### config.mk
export PLATFORM = sky130hd
export DESIGN_NAME = global_barrier_bridge
export DESIGN_NICKNAME = d
export VERILOG_FILES = /design/src/rtl/gbb_pkg.sv /design/src/rtl/gbb_lane.sv /design/src/rtl/gbb_datapath.sv /design/src/rtl/gbb_ctrl.sv /design/src/rtl/global_barrier_bridge.sv
export SDC_FILE = /design/constraint.sdc
export NUM_CORES = 1
export LEC_CHECK = 0
export ABC_AREA = 1
export BUFFER_PORTS_ARGS = -buffer_cell sky130_fd_sc_hd__buf_2
export CAP_MARGIN = 40
export CORE_MARGIN = 5
export CORE_UTILIZATION = 45
export DETAILED_ROUTE_END_ITERATION = 8
export PLACE_DENSITY = 0.67
export SYNTH_ARGS = -nofsm -noshare
export SYNTH_HDL_FRONTEND = slang
export SYNTH_SLANG_ARGS = --single-unit
### constraint.sdc
create_clock -name clk -period 2.42 [get_ports clk]
set_input_delay 0.484 -clock clk [delete_from_list [all_inputs] [get_ports clk]]
set_output_delay 0.484 -clock clk [all_outputs]
set_load 0.005 [all_outputs]
### src/rtl/gbb_pkg.sv
package gbb_pkg;
  typedef enum logic [2:0] {
    SLOT_IDLE,
    SLOT_ARMED,
    SLOT_JOIN,
    SLOT_CHECKED,
    SLOT_RELEASE
  } slot_state_t;

  typedef struct packed {
    logic decGlobal;
    logic zeroLocal;
  } ctrl_strobe_t;
endpackage

### src/rtl/gbb_lane.sv
module gbb_lane #(
  parameter int ID_W     = 3,
  parameter int CNT_W    = 4,
  parameter bit EDIT_DEC = 1'b1
) (
  input  logic             clk,
  input  logic             rstN,
  input  logic             rxBit,
  input  logic             rxFrame,
  input  logic             editEn,
  output logic             txBit,
  output logic             txFrame,
  output logic [ID_W-1:0]  headId,
  output logic             cntStart,
  output logic             pktEnd,
  output logic [ID_W-1:0]  pktId,
  output logic [CNT_W-1:0] pktCnt
);
  localparam int PKT = ID_W + CNT_W;
  localparam int PW  = $clog2(PKT + 1);

  logic [PW-1:0]   posQ, inPos;
  logic [PKT-1:0]  pktQ, pktNext;
  logic [ID_W-1:0] idQ;
  logic            dBitQ, dFrameQ, actQ, actCur, actNext, inCount;

  // position of the bit now entering; posQ is the position of the bit leaving
  always_comb begin
    if (rxFrame)                 inPos = '0;
    else if (posQ >= PW'(PKT))   inPos = PW'(PKT);
    else                         inPos = posQ + 1'b1;
  end

  assign pktNext  = {rxBit, pktQ[PKT-1:1]};
  assign pktEnd   = (inPos == PW'(PKT - 1));
  assign pktId    = pktNext[ID_W-1:0];
  assign pktCnt   = pktNext[PKT-1:ID_W];
  assign headId   = idQ;
  assign cntStart = (posQ == PW'(ID_W));
  assign inCount  = (posQ >= PW'(ID_W)) && (posQ < PW'(PKT));
  assign actCur   = cntStart ? editEn : actQ;
  assign txFrame  = dFrameQ;

  generate
    if (EDIT_DEC) begin : g_dec
      // serial borrow: invert while borrow pending, borrow ends at first one
      assign txBit   = (inCount && actCur) ? ~dBitQ : dBitQ;
      assign actNext = inCount && actCur && !dBitQ;
    end else begin : g_zero
      assign txBit   = (inCount && actCur) ? 1'b0 : dBitQ;
      assign actNext = inCount && actCur;
    end
  endgenerate

  always_ff @(posedge clk) begin
    if (!rstN) begin
      posQ    <= PW'(PKT);
      pktQ    <= '0;
      idQ     <= '0;
      dBitQ   <= 1'b0;
      dFrameQ <= 1'b0;
      actQ    <= 1'b0;
    end else begin
      posQ    <= inPos;
      pktQ    <= pktNext;
      dBitQ   <= rxBit;
      dFrameQ <= rxFrame;
      actQ    <= actNext;
      if (inPos == PW'(ID_W - 1)) idQ <= pktNext[PKT-1 -: ID_W];
    end
  end
endmodule

### src/rtl/gbb_datapath.sv
module gbb_datapath
  import gbb_pkg::*;
#(
  parameter int LID_W = 3,
  parameter int GID_W = 3,
  parameter int CNT_W = 4
) (
  input  logic              clk,
  input  logic              rstN,
  input  logic              locRxBit,
  input  logic              locRxFrame,
  output logic              locTxBit,
  output logic              locTxFrame,
  input  logic              gloRxBit,
  input  logic              gloRxFrame,
  output logic              gloTxBit,
  output logic              gloTxFrame,
  input  ctrl_strobe_t      strobe,
  output logic [LID_W-1:0]  locHeadId,
  output logic              locCntStart,
  output logic              locPktEnd,
  output logic [LID_W-1:0]  locPktId,
  output logic [CNT_W-1:0]  locPktCnt,
  output logic [GID_W-1:0]  gloHeadId,
  output logic              gloCntStart,
  output logic              gloPktEnd,
  output logic [GID_W-1:0]  gloPktId,
  output logic [CNT_W-1:0]  gloPktCnt
);
  gbb_lane #(.ID_W(LID_W), .CNT_W(CNT_W), .EDIT_DEC(1'b0)) u_locLane (
    .clk(clk), .rstN(rstN), .rxBit(locRxBit), .rxFrame(locRxFrame),
    .editEn(strobe.zeroLocal), .txBit(locTxBit), .txFrame(locTxFrame),
    .headId(locHeadId), .cntStart(locCntStart), .pktEnd(locPktEnd),
    .pktId(locPktId), .pktCnt(locPktCnt)
  );

  gbb_lane #(.ID_W(GID_W), .CNT_W(CNT_W), .EDIT_DEC(1'b1)) u_gloLane (
    .clk(clk), .rstN(rstN), .rxBit(gloRxBit), .rxFrame(gloRxFrame),
    .editEn(strobe.decGlobal), .txBit(gloTxBit), .txFrame(gloTxFrame),
    .headId(gloHeadId), .cntStart(gloCntStart), .pktEnd(gloPktEnd),
    .pktId(gloPktId), .pktCnt(gloPktCnt)
  );
endmodule

### src/rtl/gbb_ctrl.sv
module gbb_ctrl
  import gbb_pkg::*;
#(
  parameter int LID_W = 3,
  parameter int GID_W = 3,
  parameter int CNT_W = 4,
  parameter int SLOTS = 2
) (
  input  logic              clk,
  input  logic              rstN,
  input  logic              reqValid,
  input  logic [LID_W-1:0]  reqLocalId,
  input  logic [GID_W-1:0]  reqGlobalId,
  output logic              busy,
  input  logic [LID_W-1:0]  locHeadId,
  input  logic              locCntStart,
  input  logic              locPktEnd,
  input  logic [LID_W-1:0]  locPktId,
  input  logic [CNT_W-1:0]  locPktCnt,
  input  logic [GID_W-1:0]  gloHeadId,
  input  logic              gloCntStart,
  input  logic              gloPktEnd,
  input  logic [GID_W-1:0]  gloPktId,
  input  logic [CNT_W-1:0]  gloPktCnt,
  output ctrl_strobe_t      strobe
);
  slot_state_t      stArr  [SLOTS];
  logic [LID_W-1:0] lidArr [SLOTS];
  logic [GID_W-1:0] gidArr [SLOTS];
  logic [SLOTS-1:0] relMatch, joinMatch, relSel, joinSel, freeSel;

  // parallel comparators, one per slot
  always_comb begin
    for (int i = 0; i < SLOTS; i++) begin
      relMatch[i]  = (stArr[i] == SLOT_RELEASE) && (lidArr[i] == locHeadId);
      joinMatch[i] = (stArr[i] == SLOT_JOIN)    && (gidArr[i] == gloHeadId);
    end
  end

  // lowest index wins each choice
  always_comb begin
    logic fr, fj, ff;
    fr = 1'b0; fj = 1'b0; ff = 1'b0;
    relSel = '0; joinSel = '0; freeSel = '0;
    for (int i = 0; i < SLOTS; i++) begin
      if (relMatch[i] && !fr)  begin relSel[i]  = 1'b1; fr = 1'b1; end
      if (joinMatch[i] && !fj) begin joinSel[i] = 1'b1; fj = 1'b1; end
      if ((stArr[i] == SLOT_IDLE) && !ff) begin freeSel[i] = 1'b1; ff = 1'b1; end
    end
  end

  assign busy             = (freeSel == '0);
  assign strobe.zeroLocal = locCntStart && (relSel != '0);
  assign strobe.decGlobal = gloCntStart && (joinSel != '0);

  generate
    for (genvar g = 0; g < SLOTS; g++) begin : g_slot
      slot_state_t      stQ;
      logic [LID_W-1:0] lidQ;
      logic [GID_W-1:0] gidQ;

      assign stArr[g]  = stQ;
      assign lidArr[g] = lidQ;
      assign gidArr[g] = gidQ;

      always_ff @(posedge clk) begin
        if (!rstN) begin
          stQ  <= SLOT_IDLE;
          lidQ <= '0;
          gidQ <= '0;
        end else begin
          unique case (stQ)
            SLOT_IDLE:
              if (reqValid && freeSel[g]) begin
                stQ  <= SLOT_ARMED;
                lidQ <= reqLocalId;
                gidQ <= reqGlobalId;
              end
            SLOT_ARMED:
              if (locPktEnd && (locPktId == lidQ) && (locPktCnt == CNT_W'(1)))
                stQ <= SLOT_JOIN;
            SLOT_JOIN:
              if (strobe.decGlobal && joinSel[g]) stQ <= SLOT_CHECKED;
            SLOT_CHECKED:
              if (gloPktEnd && (gloPktId == gidQ) && (gloPktCnt == '0))
                stQ <= SLOT_RELEASE;
            SLOT_RELEASE:
              if (strobe.zeroLocal && relSel[g]) stQ <= SLOT_IDLE;
            default: stQ <= SLOT_IDLE;
          endcase
        end
      end
    end
  endgenerate
endmodule

### src/rtl/global_barrier_bridge.sv
module global_barrier_bridge
  import gbb_pkg::*;
#(
  parameter int LID_W = 3,
  parameter int GID_W = 3,
  parameter int CNT_W = 4,
  parameter int SLOTS = 2
) (
  input  logic             clk,
  input  logic             rstN,
  input  logic             locRxBit,
  input  logic             locRxFrame,
  output logic             locTxBit,
  output logic             locTxFrame,
  input  logic             gloRxBit,
  input  logic             gloRxFrame,
  output logic             gloTxBit,
  output logic             gloTxFrame,
  input  logic             reqValid,
  input  logic [LID_W-1:0] reqLocalId,
  input  logic [GID_W-1:0] reqGlobalId,
  output logic             busy
);
  ctrl_strobe_t     strobe;
  logic [LID_W-1:0] locHeadId, locPktId;
  logic [GID_W-1:0] gloHeadId, gloPktId;
  logic [CNT_W-1:0] locPktCnt, gloPktCnt;
  logic             locCntStart, locPktEnd, gloCntStart, gloPktEnd;

  gbb_datapath #(.LID_W(LID_W), .GID_W(GID_W), .CNT_W(CNT_W)) u_dp (
    .clk(clk), .rstN(rstN),
    .locRxBit(locRxBit), .locRxFrame(locRxFrame),
    .locTxBit(locTxBit), .locTxFrame(locTxFrame),
    .gloRxBit(gloRxBit), .gloRxFrame(gloRxFrame),
    .gloTxBit(gloTxBit), .gloTxFrame(gloTxFrame),
    .strobe(strobe),
    .locHeadId(locHeadId), .locCntStart(locCntStart), .locPktEnd(locPktEnd),
    .locPktId(locPktId), .locPktCnt(locPktCnt),
    .gloHeadId(gloHeadId), .gloCntStart(gloCntStart), .gloPktEnd(gloPktEnd),
    .gloPktId(gloPktId), .gloPktCnt(gloPktCnt)
  );

  gbb_ctrl #(.LID_W(LID_W), .GID_W(GID_W), .CNT_W(CNT_W), .SLOTS(SLOTS)) u_ctrl (
    .clk(clk), .rstN(rstN),
    .reqValid(reqValid), .reqLocalId(reqLocalId), .reqGlobalId(reqGlobalId),
    .busy(busy),
    .locHeadId(locHeadId), .locCntStart(locCntStart), .locPktEnd(locPktEnd),
    .locPktId(locPktId), .locPktCnt(locPktCnt),
    .gloHeadId(gloHeadId), .gloCntStart(gloCntStart), .gloPktEnd(gloPktEnd),
    .gloPktId(gloPktId), .gloPktCnt(gloPktCnt),
    .strobe(strobe)
  );
endmodule

# ---- Word level (Yosys, flattened, before mapping)
# Index checks and enable logic that the tools add are counted.
dict set report classes {
  n_addsub 2
  order_cmp 6
  eq_ne 33
  muxes 26
  n_bitwise 1
  reduce_logical 42
}
# operator n
set ops {}
lappend ops {{$mux W3} 14}
lappend ops {{$pmux W3 S5} 2}
lappend ops {{$logic_and A1 B1 Y1} 28}
lappend ops {{$eq A3 B2 Y1 const B} 8}
lappend ops {{$eq A3 B3 Y1} 8}
lappend ops {{$eq A3 B3 Y1 const B} 4}
lappend ops {{$ne A2 B2 Y1 const B} 6}
lappend ops {{$mux W1} 10}
lappend ops {{$reduce_and A5 Y1} 2}
lappend ops {{$ne A2 B1 Y1 const B} 4}
lappend ops {{$add A3 B1 Y3 const B} 2}
lappend ops {{$eq A3 B1 Y1 const B} 2}
lappend ops {{$ge A3 B2 Y1 const B} 2}
lappend ops {{$ge A3 B3 Y1 const B} 2}
lappend ops {{$logic_not A3 Y1} 2}
lappend ops {{$lt A3 B3 Y1 const B} 2}
lappend ops {{$eq A4 B1 Y1 const B} 1}
lappend ops {{$logic_not A1 Y1} 4}
lappend ops {{$logic_not A4 Y1} 1}
lappend ops {{$reduce_and A2 Y1} 2}
lappend ops {{$reduce_bool A2 Y1} 2}
lappend ops {{$logic_not A2 Y1} 1}
lappend ops {{$not A1 Y1} 1}
dict set report totals {
  ff_bits 50
  in_bits 13
  output_inout_bits 5
  word_cells 128
}

# ---- Longest topological paths before layout
# Gate-level depths: netlist (run 1).
dict set report depth {
  ltp_word 11
  mapped_depth 13
  depth_no_buf 13
}

# ---- Hierarchy
# From an unflattened synthesis (run 1), not the netlist that was laid out.
dict set report hier_totals {
  cells_unflattened 375
  area_unflattened_um2 2503.7
}
# mod instances cells_per_inst area_each_um2 seq_area_each_um2
set by_module_without_submodules {}
lappend by_module_without_submodules {gbb_ctrl 1 225 1313.8 360.3}
lappend by_module_without_submodules {{gbb_lane at u_dp.u_gloLane} 1 76 599.3 280.3}
lappend by_module_without_submodules {{gbb_lane at u_dp.u_locLane} 1 74 590.6 280.3}

# ---- Least setup slack after synthesis (run 1)
# OpenSTA, ideal clock, no wires.
dict set report synth_timing {
  kind {register to output}
  start {register u_dp.u_gloLane.posQ[0]}
  end {output port gloTxBit}
  arrival_ps 1484
  required_ps 1936
  slack_ps 452
  stages_incl_launch_ff 11
  n_path_buf 0
  path_cell_list {dfxtp_1 -> ha_1 -> ha_1 -> inv_1 -> a21oi_1 -> nand2_1 -> nor2_1 -> a21oi_1 -> a21oi_1 -> ha_1 -> inv_1}
}
dict set report synth_between {
  elab_chain_len 5
  elab_cells_between_ends 8
  cone_classes {2 x order compare; 1 x eq/ne; 2 x mux; 3 x reduce/logical}
}
# element line
set synth_lines {}
lappend synth_lines {{start, declared} gbb_lane.sv:22} ;# logic [PW-1:0] posQ, inPos;
lappend synth_lines {{start signal, assigned} gbb_lane.sv:57} ;# posQ <= PW'(PKT);
lappend synth_lines {{start signal, assigned} gbb_lane.sv:64} ;# posQ <= inPos;
lappend synth_lines {{branches (longest 3 deep; another with $ge A3 B2 Y1)} -}
lappend synth_lines {{$logic_and A1 B1 Y1 (*)} gbb_lane.sv:47} ;# assign txBit = (inCount && actCur) ? ~dBitQ : dBitQ;
lappend synth_lines {{$mux W1 (*)} gbb_lane.sv:47}
lappend synth_lines {{end, declared} global_barrier_bridge.sv:17} ;# output logic gloTxBit,
# Mark *: on every way between the ends.

# ---- Final worst setup path (run 1)
# Same ends and word-level chain as after synthesis.

==> results of run 1 <==
[flip-flops by register name, indices dropped and copies added (netlist names), 3 cells and up]
signal                 cells
u_dp.u_locLane.posQ        3
u_dp.u_locLane.headId      3
u_dp.u_gloLane.pktQ        6
u_dp.u_gloLane.headId      3
u_ctrl.g_slot.gidQ         6
u_ctrl.g_slot.stQ          6
u_dp.u_gloLane.posQ        3
u_dp.u_locLane.pktQ        6
u_ctrl.g_slot.lidQ         6
[power breakdown]
part           total [uW]  switching (uW)  internal, uW
logic                1000             601           400
registers             982            99.8           882
clock network         445             246           199
total                2430             947          1480
[routing by layer]
metal	up-vias	wire length (um)	part of all wire [%]	GRT usage, %
met5	-	0	0	0
met4	0	90	1.8	6.21
met3	10	174	3.5	3.69
met2	30	2220	44	26.9
met1	918	2510	50	22.3
li1	1179	-	-	-
[how the worst max path moves through the flow]
stage	from	endpoint	slack (ns)	cells after the start
2_1_floorplan	u_dp.u_gloLane.posQ[0]$_SDFF_PN1_	gloTxBit	0.45	10
3_3_place_gp	u_dp.u_gloLane.posQ[0]$_SDFF_PN1_	gloTxBit	0.28	11
3_5_place_dp	u_dp.u_gloLane.posQ[0]$_SDFF_PN1_	gloTxBit	0.20	11
4_1_cts	u_dp.u_locLane.posQ[0]$_SDFF_PN1_	locTxBit	0.01	9
5_1_grt	u_dp.u_gloLane.posQ[0]$_SDFF_PN1_	gloTxBit	-0.09	11
6_report	u_dp.u_gloLane.posQ[0]$_SDFF_PN1_	gloTxBit	0.09	11
[cell usage in the layout (no fill, tap or decap), types with 5 or more instances in the layout]
| cell type | synthesis | final |
|---|---|---|
| inv_1 | 72 | 71 |
| nand3_1 | 18 | 18 |
| nor2_2 | 6 | 8 |
| nand4_1 | 5 | 5 |
| inv_2 | 5 | 5 |
| nor3_1 | 8 | 8 |
| o21ai_0 | 23 | 23 |
| clkbuf_8 | 0 | 5 |
| dfxtp_1 | 46 | 42 |
| buf_4 | 0 | 14 |
| a21oi_1 | 24 | 23 |
| nand2_1 | 102 | 100 |
| nor2_1 | 19 | 17 |
| ha_1 | 7 | 5 |
| buf_2 | 2 | 17 |
| nand2_2 | 3 | 5 |
[kinds of logic (layout without fill, tap and decap cells)]
kind of cell | after synthesis | after routing | share of synthesized area (%)
adders and majority gates | 7 | 7 | 3.68
xor gates and xnor gates | 6 | 6 | 2.21
DFF | 46 | 46 | 38.7
AOI/OAI and AO/OA | 53 | 53 | 11.9
buffers and inverters | 84 | 116 | 13.3
and+or+nand+nor | 167 | 167 | 30.2
[area by class of cell]
cell class	instances	area [sq um]	share of cell area, %
Sequential cell	46	926	33.6
Timing Repair Buffer	31	190	6.90
Tap cell	70	87.6	3.18
Multi-Input combinational cell	233	1180	42.9
Inverter	78	295	10.7
Clock buffer	7	76.3	2.77
[repair_timing]
item | in CTS | in global routing
setup buffers | 9 | 3
setup endpoints to repair | 1 | 5
pin swaps | 5 | 7
resized for setup | 10 | 5
[critical path: stages (launching register included)]
cell     delay, ns
dfxtp_2       0.37
ha_4          0.15
ha_4          0.13
inv_4         0.04
a21oi_2       0.09
nand2_1       0.07
nor2_2        0.10
a21oi_1       0.07
a21oi_1       0.14
ha_1          0.24
inv_1         0.05
buf_2         0.10
[per-stage QoR]
stage	setup slack [ns]	utilization [%]	TNS (ns)	power, uW
2_1_floorplan	0.452	-	0	1710
3_3_place_gp	0.276	49.5	0	1900
3_5_place_dp	0.200	49.5	0	1910
4_1_cts	0.00954	53.0	0	2420
5_1_grt	-0.0915	53.6	-0.172	2660
6_report	0.0857	53.6	0	2430
==> results.txt, run 1 <==
CTS sink cnt - 46
Core area - 0.00514 sq mm
Clk buf depth - 2
WHS - 0.397 ns
Fillers - 524
Largest net degree at the start of global routing - 28
Total gr overflow - 0
Outcome - finished clean
Sequential area share after synthesis - 38.7%
DP Area - 0.00254 sq mm
Row cnt - 26
Post-Layout Cell Count - 465
Insertion delay to the later sink of the worst-skew pair - 0.30 ns
Tot GR Track Use - 16.9%
Worst endpoint required time - 1.94 ns
Die height - 82.7 um
CTS H-tree lvls - 2
Hold-critical path depth - 3
R2r endpoint - u_ctrl.g_slot[1].stQ[1]$_SDFFE_PN0P_
Period Utilization, post-route - 96.5%
Clock transition at the registers of the reported paths - 0.09 ns
# hold bufs at CTS - 0
Synth Net Count - 383
Critical path capture point type - primary output
CTS root buf - clkbuf_8
Worst r2r src - u_dp.u_gloLane.posQ[0]$_SDFF_PN1_
Ys Warns - 0
I/O Pins - 18
Ys flop type - dfxtp_1
Worst clock skew - 0.00954 ns
Crit path time final - 2.33 ns
RSZ-0062 raised after global routing - yes
Initial Util - 46.3%
Drt first pass iters - 4
Max-slew violation count - 0
Detailed Route Iter0 Violations - 123
Post-route ant nets - 0
DRC Markers - 0
R2R Setup Slk - 0.14 ns
Hold wc startpoint - locRxBit
EDFF count, synth - 0
Slew margin rel. - 69.0%
Endpoints failing hold - 0
Post-Route WL - 4.99 mm
Initial antenna violation count - 0
Buffers added on ports - 17
Async S/R FF share, synth - 0%
Cells after DPL - 446
P&R area growth vs syn - 15.8%
Max Cap Viol - 0
Static leakage - 0.00144 uW
Post-synth top cells - nand2_1, inv_1, dfxtp_1, a21oi_1, o21ai_0
Wire per inst - 10.7 um
Fmax - 428 MHz
R2R depth - 20
CTS tree - done
Synthesized cell area - 0.00238 sq mm
Post-route cell area - 0.00276 sq mm
DIE WIDTH - 82.7 um
Layout Nets - 415
Vias per cell - 4.60
Mean Syn Cell Area - 6.56 sq um
Worst Hold Class - in -> reg
Startpoint types - register
CP Max Fanout - 4
Die area - 0.00685 sq mm
Top cell type's share of synthesized area - 38.7%
Routability cong. - 0.866
Vias in the first global route - 2073
Yosys cell types - 28
TritonCTS buffer count - 5
Global-route wire length before repair - 8.90 mm
Final setup vio count - 0
Detailed-route via count - 2137
Hold endpoint - u_dp.u_locLane.pktQ[6]$_SDFF_PN0_
Cell accounting for the most synthesized area - dfxtp_1
Antenna fix cells - 0
Worst Path Class, Setup - reg -> out
Worst slew pin tran - 0.465 ns
Post-detail-place hpwl - 3.69 mm
Top cells by area, synth - dfxtp_1, nand2_1, inv_1
Gate Count Post-Synth - 363
Critical path arrival - 1.85 ns
Maximum vdd drop - 0.000361 V
Most common cell in the netlist - nand2_1
Pwr dens - 881 mW/mm^2
Layout cells sized above 1 - 17.5%
Yosys reg bits - 46
Note: power is estimated with default switching activity, not from simulation.
==> run 2: changes to the inputs <==
Clock period 2.42 ns to 2.5 ns, I/O delays scaled along.
==> run 2 against run 1 <==
  * Sequential share of layout area grew 0.43 points
  * Largest power group is now registers
  * Die area is the same
  * Largest cell class unchanged
  * Core utilization shrank 0.75 points
  * Global-route usage shrank 0.87 points
  * Critical path depth is the same
  * Combinational power shrank 9%
  * Flip-flop and latch count is the same
==> results.txt, run 2 (same netlist as run 1, synthesis figures left out) <==
Die height - 82.7 um (unchanged)
Tot GR Track Use - 16.0% (-0.87 points)
Layout cells sized above 1 - 15.5% (-2.0 points)
Slew margin rel. - 68.2% (-0.80 points)
Initial antenna violation count - 0 (unchanged)
P&R area growth vs syn - 14.1%
Pre-CTS WS - 0.259 ns (+0.0591 ns)
Antenna fix cells - 0 (unchanged)
Routability cong. - 0.865 (-0.14%)
Worst Path Class, Setup - reg -> out
Outcome - finished clean
CP Max Fanout - 5 (+1)
CTS tree - done
I/O Pins - 18 (unchanged)
Startpoint types - register
Static leakage - 0.00140 uW (-2.5%)
Vias per cell - 4.62 (+0.61%)
Maximum vdd drop - 0.000433 V (+20%)
TritonCTS buffer count - 5 (unchanged)
Detailed-route via count - 2113 (-1.1%)
Clock transition at the registers of the reported paths - 0.09 ns (about the same)
Worst endpoint required time - 2.00 ns (+0.06 ns)
Die area - 0.00685 sq mm (unchanged)
Post-Layout Cell Count - 457 (-1.7%)
Critical path capture point type - primary output
Max-slew violation count - 0 (unchanged)
Vias in the first global route - 1996 (-3.7%)
Post-detail-place hpwl - 3.71 mm (+0.75%)
Initial Util - 46.3% (unchanged)
Clk buf depth - 2 (unchanged)
Period Utilization, post-route - 95.2%
Insertion delay to the later sink of the worst-skew pair - 0.29 ns (about the same)
Detailed Route Iter0 Violations - 91 (-26%)
Cells after DPL - 445 (-0.22%)
CTS sink cnt - 46 (unchanged)
Crit path time final - 2.38 ns
DRC Markers - 0 (unchanged)
WHS - 0.414 ns (+0.0173 ns)
Final Util - 52.9% (-0.75 points)
Row cnt - 26 (unchanged)
Final setup vio count - 0 (unchanged)
Layout Nets - 406 (-2.2%)
Most common cell after layout, fill and taps aside - nand2_1
Global-route wire length before repair - 8.54 mm (-4.0%)
Max Cap Viol - 0 (unchanged)
Pwr dens - 883 mW/mm^2 (+0.21%)
Fmax - 420 MHz
Post-route setup slack - 0.120 ns (+0.0345 ns)
Drt first pass iters - 4 (unchanged)
CTS H-tree lvls - 2 (unchanged)
Worst slew pin tran - 0.476 ns (+0.0107 ns)
Core area - 0.00514 sq mm (unchanged)
Largest net degree at the start of global routing - 28 (unchanged)
Buffers added on ports - 17 (unchanged)
Wire per inst - 10.5 um (-2.1%)
Post-route ant nets - 0 (unchanged)
DIE WIDTH - 82.7 um (unchanged)
Endpoints failing hold - 0 (unchanged)
# hold bufs at CTS - 0 (unchanged)
Worst clock skew - 0.00506 ns (-0.00447 ns)
Critical path arrival - 1.88 ns (+0.03 ns)
Total gr overflow - 0 (unchanged)
Post-Route WL - 4.81 mm (-3.8%)
Worst Hold Class - in -> reg
CTS root buf - clkbuf_8
Most frequent cells in the layout - nand2_1, inv_1, dfxtp_1
-- run 2: cell count changes in the layout (fill, tap and decap cells not counted), sizes merged --
cell and change:
bufinv +1, buf -9
-- run 2: path summary, 6_finish.rpt --
kind | from | slack [ns] | depth (start not counted) | endpoint
setup / recovery | u_dp.u_gloLane.posQ[1]$_SDFF_PN1_ | 0.12 | 11 | gloTxBit
hold / removal | locRxBit | 0.41 | 3 | u_dp.u_locLane.pktQ[6]$_SDFF_PN0_
setup reg to reg | u_dp.u_gloLane.posQ[1]$_SDFF_PN1_ | 0.72 | 12 | u_ctrl.g_slot[1].stQ[1]$_SDFFE_PN0P_
hold reg to reg | u_dp.u_gloLane.pktQ[4]$_SDFF_PN0_ | 0.43 | 2 | u_dp.u_gloLane.pktQ[3]$_SDFF_PN0_
-- run 2: metrics by stage --
| stage | instance area [sq um] | TNS (ns) | total power [uW] |
|---|---|---|---|
| final | 2720 | 0 | 2400 |
| after global routing | 2720 | -0.0279 | 2620 |
| after CTS | 2680 | 0 | 2400 |
| after detailed placement | 2540 | 0 | 1840 |
| after global placement | 2540 | 0 | 1830 |
| after floorplan | 2380 | 0 | 1660 |
-- run 2: cell type report --
cell class / instances / area (sq um)
Clock buffer: 7 / 76.3
Clock inverter: 1 / 30.0
Fill cell: 534 / 2420
Inverter: 78 / 295
Multi-Input combinational cell: 233 / 1180
Sequential cell: 46 / 925
Tap cell: 70 / 87.6
Timing Repair Buffer: 22 / 123
-- run 2: critical path, cell delays in order, from the launching register on --
cell,delay [ns]
dfxtp_2,0.36
ha_4,0.15
ha_4,0.14
inv_4,0.05
a21oi_2,0.10
nand2_1,0.07
nor2_2,0.09
a21oi_1,0.07
a21oi_1,0.16
ha_1,0.25
inv_1,0.05
buf_2,0.10
-- run 2: repair_timing --
| item | in CTS | in global routing |
|---|---|---|
| buffers inserted | 2 | 2 |
| resized for setup | 7 | 7 |
| pin swaps | 2 | 6 |
| setup endpoints to repair | 1 | 2 |
-- run 2: where the power goes --
group | internal [uW] | leakage (uW) | switching, uW
Sequential | 854 | 0.000377 | 96.5
Combinational | 349 | 0.000972 | 557
Clock | 299 | 0.0000524 | 244
Total | 1500 | 0.00140 | 897
-- run 2: per-layer routing --
| metal | routed length, um | track usage [%] |
|---|---|---|
| met3 | 209 | 2.82 |
| met4 | 79 | 6.05 |
| met1 | 2410 | 21.9 |
| met5 | 0 | 0 |
| met2 | 2110 | 25.1 |
